--- config.mk ---
export PLATFORM = sky130hd
export DESIGN_NAME = tlp_replay_tx
export DESIGN_NICKNAME = d
export VERILOG_FILES = /design/src/rtl/tlp_replay_tx.sv
export SDC_FILE = /design/constraint.sdc
export NUM_CORES = 2
export LEC_CHECK = 0
export ABC_CLOCK_PERIOD_IN_PS = 15100
export BUFFER_PORTS_ARGS = -buffer_cell sky130_fd_sc_hd__buf_4
export CORE_ASPECT_RATIO = 1.2
export CORE_MARGIN = 5
export CORE_UTILIZATION = 30
export CTS_CLUSTER_DIAMETER = 80
export CTS_CLUSTER_SIZE = 8
export DETAILED_ROUTE_END_ITERATION = 12
export PLACE_DENSITY = 0.52
export SYNTH_ARGS = -nofsm -noshare
export SYNTH_HDL_FRONTEND = slang
export SYNTH_SLANG_ARGS = --single-unit
--- constraint.sdc ---
create_clock -name clk -period 15.1 [get_ports clk]
set_clock_uncertainty 0.1 [all_clocks]
set_input_delay 2.265 -clock clk [delete_from_list [all_inputs] [get_ports clk]]
set_output_delay 2.265 -clock clk [all_outputs]
set_load 0.02 [all_outputs]
--- src/rtl/tlp_replay_tx.sv ---
module tlp_replay_tx #(
  parameter int SLOTS      = 4,
  parameter int SLOT_BYTES = 64,
  parameter int TIMEOUT    = 200
) (
  input  logic        clk,
  input  logic        rst_n,
  input  logic        in_valid,
  output logic        in_ready,
  input  logic [7:0]  in_data,
  input  logic        in_sop,
  input  logic        in_eop,
  output logic        out_valid,
  input  logic        out_ready,
  output logic [7:0]  out_data,
  output logic        out_sop,
  output logic        out_eop,
  input  logic        ack_valid,
  input  logic        ack_nak,
  input  logic [11:0] ack_seq
);
  localparam int SW = $clog2(SLOTS);
  localparam int BW = $clog2(SLOT_BYTES);
  localparam int TW = $clog2(TIMEOUT);
  localparam logic [11:0] SLOTS12 = 12'(SLOTS);
  localparam logic [TW-1:0] TLAST = TW'(TIMEOUT - 1);

  typedef enum logic [1:0] {I_IDLE, I_HDR, I_PAY, I_CRC} ist_t;

  logic [7:0]    mem  [SLOTS*SLOT_BYTES];
  logic [BW-1:0] plen [SLOTS];

  ist_t          ist;
  logic [1:0]    sub;
  logic [BW-1:0] wr_idx, rd_idx;
  logic [31:0]   crc;
  logic [11:0]   next_seq, tx_seq, sent_end, una, cur;
  logic          tx_busy, replay_req;
  logic [TW-1:0] tmr;
  logic [7:0]    wdat;
  logic          we;

  function automatic logic [31:0] crc_step(input logic [31:0] c, input logic [7:0] d);
    logic [31:0] r;
    r = c;
    for (int i = 0; i < 8; i++)
      r = (r[0] ^ d[i]) ? ((r >> 1) ^ 32'hEDB88320) : (r >> 1);
    return r;
  endfunction

  wire [11:0] held     = next_seq - una;
  wire [11:0] sent_win = sent_end - una;
  wire [11:0] ack_off  = ack_seq - una;
  wire [11:0] tx_off   = tx_seq - una;
  wire        ack_ok   = ack_valid && (ack_off < sent_win);
  wire        progress = ack_ok && !ack_nak;
  wire        hold     = replay_req || (tx_seq != sent_end);
  wire        full     = held >= SLOTS12;
  wire        behind   = tx_off > held;
  wire        sent_done = tx_busy && out_ready && out_eop;
  wire [31:0] crc_out  = ~crc;

  assign in_ready  = (ist == I_PAY) && !hold;
  assign out_valid = tx_busy;
  assign out_data  = mem[{cur[SW-1:0], rd_idx}];
  assign out_sop   = rd_idx == '0;
  assign out_eop   = rd_idx == plen[cur[SW-1:0]];

  always_comb begin
    case (ist)
      I_HDR:   wdat = sub[0] ? next_seq[7:0] : {4'h0, next_seq[11:8]};
      I_CRC:   wdat = crc_out[8*sub +: 8];
      default: wdat = in_data;
    endcase
    we = (ist == I_HDR) || (ist == I_CRC) || (in_valid && in_ready);
  end

  always_ff @(posedge clk) begin
    if (we) mem[{next_seq[SW-1:0], wr_idx}] <= wdat;
    if (ist == I_CRC && sub == 2'd3) plen[next_seq[SW-1:0]] <= wr_idx;
  end

  always_ff @(posedge clk or negedge rst_n) begin
    if (!rst_n) begin
      ist      <= I_IDLE;
      sub      <= '0;
      wr_idx   <= '0;
      crc      <= '1;
      next_seq <= '0;
    end else begin
      case (ist)
        I_IDLE: if (in_valid && in_sop && !full && !hold) begin
          ist    <= I_HDR;
          sub    <= '0;
          wr_idx <= '0;
          crc    <= '1;
        end
        I_HDR: begin
          crc    <= crc_step(crc, wdat);
          wr_idx <= wr_idx + 1'b1;
          sub    <= sub + 1'b1;
          if (sub[0]) ist <= I_PAY;
        end
        I_PAY: if (in_valid && in_ready) begin
          crc    <= crc_step(crc, wdat);
          wr_idx <= wr_idx + 1'b1;
          if (in_eop) begin
            ist <= I_CRC;
            sub <= '0;
          end
        end
        I_CRC: begin
          sub <= sub + 1'b1;
          if (sub == 2'd3) begin
            ist      <= I_IDLE;
            next_seq <= next_seq + 1'b1;
          end else begin
            wr_idx <= wr_idx + 1'b1;
          end
        end
        default: ist <= I_IDLE;
      endcase
    end
  end

  always_ff @(posedge clk or negedge rst_n) begin
    if (!rst_n) begin
      tx_busy    <= 1'b0;
      tx_seq     <= '0;
      sent_end   <= '0;
      una        <= '0;
      cur        <= '0;
      rd_idx     <= '0;
      replay_req <= 1'b0;
      tmr        <= '0;
    end else begin
      if (tx_busy) begin
        if (out_ready) begin
          rd_idx <= rd_idx + 1'b1;
          if (out_eop) begin
            tx_busy <= 1'b0;
            tx_seq  <= cur + 1'b1;
            if (cur == sent_end) sent_end <= cur + 1'b1;
          end
        end
      end else if (replay_req) begin
        tx_seq     <= una;
        replay_req <= 1'b0;
      end else if (behind) begin
        tx_seq <= una;
      end else if (tx_seq != next_seq) begin
        tx_busy <= 1'b1;
        cur     <= tx_seq;
        rd_idx  <= '0;
      end

      if (ack_ok) begin
        una <= ack_nak ? ack_seq : ack_seq + 1'b1;
        if (ack_nak) replay_req <= 1'b1;
      end

      if (sent_done || progress || sent_end == una) begin
        tmr <= '0;
      end else if (tmr == TLAST) begin
        tmr        <= '0;
        replay_req <= 1'b1;
      end else begin
        tmr <= tmr + 1'b1;
      end
    end
  end
endmodule

Yosys cells after proc, flatten, opt, wreduce, memory -nomap -nowiden

Memory sizes are Yosys's and may differ from the RTL's.
Cells that the tools add are included.

Input port bits: 28
Memories: 2
Memory bits (writable): 2072
Flip-flop bits (word level): 118

Equal/unequal tests: 20
Reduce and logical (&&, ||, !) cells: 33
Shift-type cells: 1
Add/subtract/negate cells: 11
$lt $le $gt $ge: 3
Bitwise gates (word level): 20
Multiplexer cells: 55

Memories:

| name | depth | width | rd ports | clocked after Yosys merged registers in | write ports | RTL line | text |
|---|---|---|---|---|---|---|---|
| mem  | 256   | 8     | 1        | 0                                       | 1           | 30       | `logic [7:0] mem [SLOTS*SLOT_BYTES];` |
| plen | 4     | 6     | 1        | 0                                       | 1           | 31       | `logic [BW-1:0] plen [SLOTS];` |

Operator list:

| cell                                                                                 | count |
|---|---|
| 32-bit two-way mux                                                                   | 10 |
| 13-bit inverter with 14-bit output                                                   | 8 |
| 32-bit case mux with 3 select lines                                                  | 1 |
| 12-bit two-way mux                                                                   | 6 |
| 6-bit two-way mux                                                                    | 8 |
| 12-bit subtractor                                                                    | 4 |
| 12-bit by 1-bit adder with 12-bit output, second input constant                      | 3 |
| 32-bit inverter                                                                      | 1 |
| 32-bit by 6-bit indexed part select with 8-bit output                                | 1 |
| 12-bit == test                                                                       | 2 |
| 8-bit two-way mux                                                                    | 3 |
| 12-bit inequality test                                                               | 2 |
| 6-bit case mux with 4 select lines                                                   | 1 |
| 2-bit two-way mux                                                                    | 8 |
| 2-bit inequality test, second input constant                                         | 8 |
| 8-bit case mux with 2 select lines                                                   | 1 |
| 1-bit two-way mux                                                                    | 15 |
| 6-bit by 1-bit adder with 6-bit output, second input constant                        | 2 |
| 12-bit by 3-bit greater-or-equal comparator with 1-bit output, second input constant | 1 |
| 12-bit > comparator                                                                  | 1 |
| 12-bit less-than comparator                                                          | 1 |
| 3-bit AND reduction                                                                  | 4 |
| 4-bit AND reduction                                                                  | 3 |
| 1-bit logical AND                                                                    | 10 |
| other kinds (20)                                                                     | 39 |

Logic depth before layout (Yosys ltp)

Depth in word-level cells: 21
Gate-level depth with buffers: 23

Least setup slack after synthesis

Ideal clock, no wire load.

Kind: register to register
Start point: register sub[0]
End point: register crc[29]
Library setup time: 88 ps
Cell stages (with the launch flop): 9
Period minus slack after synthesis: 10432 ps
Arrival time: 10245 ps
Buffers on the path: 1
Required time: 14912 ps
Slack: 4668 ps
Path through: dfrtp_1 > buf_4 > mux4_2 > o21ai_1 > xor2_1 > xnor2_1 > xor2_1 > xor2_1 > a21oi_1

Elaborated cells between the ends (all ways): 20

RTL lines:

| item                                                                                              | RTL line | text |
|---|---|---|
| from (decl)                                                                                       | 34       | `logic [1:0] sub;` |
| from (signal assigned)                                                                            | 101      | `sub <= sub + 1'b1;` |
| from (signal assigned)                                                                            | 113      | `sub <= sub + 1'b1;` |
| 32-bit by 6-bit indexed part select with 8-bit output / 8-bit two-way mux (equally long branches) | 72, 71   |  |
| 8-bit case mux with 2 select lines *                                                              | 70       | `case (ist)` |
| named net wdat[1]                                                                                 | 40       | `logic [7:0] wdat;` |
| 1-bit bitwise XOR *                                                                               | 47       | `r = (r[0] ^ d[i]) ? ((r >> 1) ^ 32'hEDB88320) : (r >> 1);` |
| 32-bit two-way mux * (6 in series)                                                                | 47       |  |
| 1-bit bitwise XOR *                                                                               | 47       |  |
| 32-bit two-way mux *                                                                              | 47       |  |
| 32-bit two-way mux                                                                                | 104      | `I_PAY: if (in_valid && in_ready) begin` |
| 32-bit case mux with 3 select lines *                                                             | 91       | `case (ist)` |
| to (signal assigned)                                                                              | 99       | `crc <= crc_step(crc, wdat);` |
| to (signal assigned)                                                                              | 105      | `crc <= crc_step(crc, wdat);` |
| to (decl)                                                                                         | 36       | `logic [31:0] crc;` |

The timed path passes the listed nets; every way through them passes the cells marked *. The select of a mux whose other input is x is not followed.
A chain may end at the register's enable or synchronous reset.

Final worst setup path

Start point: register rd_idx[0]
End point: output port out_data[0]

Word-level cells in the longest chain between the ends: 1

RTL lines:

| item                   | RTL line | text |
|---|---|---|
| from (decl)            | 35       | `logic [BW-1:0] wr_idx, rd_idx;` |
| from (signal assigned) | 139      | `rd_idx <= rd_idx + 1'b1;` |
| memory 256 x 8 bit     | -        |  |
| to (decl)              | 15       | `output logic [7:0] out_data,` |

Every way passes these cells.

==> results.sh <==
export IMPL_fp_coreArea_mm2=0.296
export IMPL_yosys_area_share_simple_pct=2.86
export IMPL_drt_pass1_iter_count=5
export IMPL_io_pin_count=40
export IMPL_synth_area_top_cells="edfxtp_1 70%, mux4_2 18%, dfrtp_1 2.4%"
export IMPL_synth_compound_area_share_pct=1.47
export IMPL_setup_violations=0
export IMPL_synth_xor_xnor_area_share_pct=1.99
export IMPL_grt_pass1_wl_um=339000
export IMPL_dp_cells=8166
export IMPL_crit_path_start="rd_idx[0]"
export IMPL_cts_tree="built"
export IMPL_grtUsageTotal_pct=15.1
export IMPL_hold_viol_final=0
export IMPL_ys_ff_latch=2190
export IMPL_die_area_mm2=0.308
export IMPL_hp_class="reg -> reg"
export IMPL_yosysTopAreaCell="edfxtp_1"
export IMPL_synth_edff_count=2072
export IMPL_yosysSeqAreaShare_pct=73.2
export IMPL_clock_path_buffers=4
export IMPL_p_leak_nw=32.4
export IMPL_cts_hold_buf=0
export IMPL_synth_top_family_by_area="multiplexers"
export IMPL_synth_top_area_share_pct=69.8
export IMPL_die_y_um=607
export IMPL_grt_remaining_overflow=0
export IMPL_syn_avg_cell_area_um2=20.9
export IMPL_cts_post_setup_buffers_inserted=0
export IMPL_synth_fa_ha_area_share_pct=1.28
export IMPL_cts_sinks=2190
export IMPL_ys_async_sr_fraction_pct=5.39
export IMPL_hpwl_um=141000
export IMPL_cp_required_ps=12730
export IMPL_grt_pass1_vias=45128
export IMPL_grt_setup_unrepaired="no"
export IMPL_place_gp_congestion=0.788
export IMPL_cts_buffers=317
export IMPL_synth_most_common_cell="edfxtp_1"
export IMPL_grt_max_degree=217
export IMPL_min_from="tmr[0]"
export IMPL_finalNonFillerCells=8536
export IMPL_die_x_um=508
export IMPL_finalMaxSlewViolations=0
export IMPL_drcViolationCount=0
export IMPL_grt_antenna_before_repair=6
export IMPL_critPathCaptureType="output port"
export IMPL_yosysUniqueCellTypes=69
export IMPL_initial_utilization_pct=30.1
export IMPL_cts_root_buffer_cell="clkbuf_16"
export IMPL_reg2reg_from="una[1]"
export IMPL_syn_inst=4269
export IMPL_startpoint_type="flip-flop"
export IMPL_syn2layout_area_growth_pct=15.6
export IMPL_ir_drop_uv=193
export IMPL_ys_warnings_count=0
export IMPL_vias=42937
export IMPL_rows=219
export IMPL_antenna_left=0
export IMPL_synth_common_cells="2072 x edfxtp_1, 693 x mux4_2, 353 x nor2_1"
export IMPL_fin_setup_tns_ps=0
export IMPL_syn_num_nets=4386
export IMPL_worstMarginPinSlew_ps=1460
export IMPL_drt_iter0_drc=3769
export IMPL_fmax_mhz=118
export IMPL_critPathKind="reg -> out"
export IMPL_synth_area_mm2=0.0891
export IMPL_cap_viol_max_count=0
export IMPL_ys_flop_type="edfxtp_1"
export IMPL_status="finished clean"
export IMPL_path_clk_slew_ps=50
export IMPL_powerDensity_mw_per_mm2=211
export IMPL_crit_fanout=49
export IMPL_cts_htree_levels=5
export IMPL_synthMuxAreaShare_pct=18.0
export IMPL_wl_per_cell_um=27.7
export IMPL_fin_crit_ps=8460
export IMPL_routed_via_density=5.03
export IMPL_timing_final_crit_share_pct=56.0
export IMPL_fin_nets=4624
export IMPL_drive_above_1_share_pct=28.0
export IMPL_wirelength_um=236000
export IMPL_port_buffers=39
export IMPL_arrival_ps=6100
export IMPL_cts_resized_gates=0
export IMPL_relSlewSlack_pct=2.56
export IMPL_insertion_delay_ps=820
## flip-flops by register name (all words and copies together), names as in the netlist
register,flops
tx_seq,12
sub,2
ist,2
wr_idx,6
out_valid,1
plen,24
tmr,8
una,12
crc,32
replay_req,1
sent_end,12
rd_idx,6
cur,12
mem,2048
next_seq,12
## final cells by class
class | count | area [µm²]
multi-input combinational | 1803 | 22900
fill | 27363 | 193000
timing repair buffer | 141 | 1150
clock buffer | 347 | 8170
antenna | 2 | 5.00
tap | 3978 | 4980
clock inverter | 21 | 319
inverter | 54 | 210
sequential | 2190 | 65200
## layout by cell type, fill, tap and decap left out, types with 32 or more instances in the layout
| cell | n |
|---|---|
| clkbuf_16 | 323 |
| a21oi_1 | 82 |
| dfstp_2 | 32 |
| nand3_1 | 39 |
| xor2_1 | 95 |
| nor2_1 | 353 |
| buf_4 | 134 |
| mux4_2 | 693 |
| xnor2_1 | 90 |
| dfrtp_1 | 80 |
| edfxtp_1 | 2072 |
| inv_1 | 52 |
| ha_1 | 85 |
| nand2_1 | 54 |
## final timing paths
check / cells after the start / slack (ps) / end
worst max-delay path: 7 / 6640 / out_data[0]
worst min-delay path: 1 / 350 / tmr[0]
worst max register to register: 20 / 9630 / cur[4]
worst min register to register: 1 / 350 / tmr[0]
max in group asynchronous: 2 / 12050 / wr_idx[0]
min in group asynchronous: 1 / 1350 / una[11]
## report_power, final
group,switching [mW],leakage [nW],internal [mW]
sequential,0.293,20.2,7.99
clock,2.46,4.15,3.80
combinational,4.37,7.96,2.79
total,7.12,32.4,14.6
## per-stage QoR
step / power, mW / util (%) / hold slack (ps) / area (µm²) / worst slack [ps]
after floorplan: 13.4 / - / 325 / 89100 / 4670
after global placement: 15.6 / 31.9 / 343 / 94500 / 7310
after detailed placement: 15.7 / 31.9 / 345 / 94500 / 7300
after CTS: 22.0 / 34.8 / 352 / 103000 / 6400
after global routing: 22.6 / 34.8 / 383 / 103000 / 6220
final: 21.7 / 34.8 / 354 / 103000 / 6640
## cell families after synthesis
group,Yosys count
buf+inv,276
xor+xnor,194
mux,731
flops,2190
simple gates,582
fa+ha+maj,89
compound gates,207
## critical path: stages, from the launching register on
cell and delay [ps]:
dfrtp_4 940, buf_4 780, buf_4 910, mux4_2 620, mux4_2 570, mux4_2 610
mux4_2 570, buf_4 190
## per-layer routing
layer	vias up	GRT usage (%)	routed length, µm	part of all wire [%]
met5	-	0	11	0.0047
met4	2	3.86	5550	2.3
met3	348	2.48	12500	5.3
met2	1257	26.8	123000	52
met1	23360	19.2	95000	40
li1	17970	-	-	-
No activity file was read; power rests on OpenSTA's default activity.
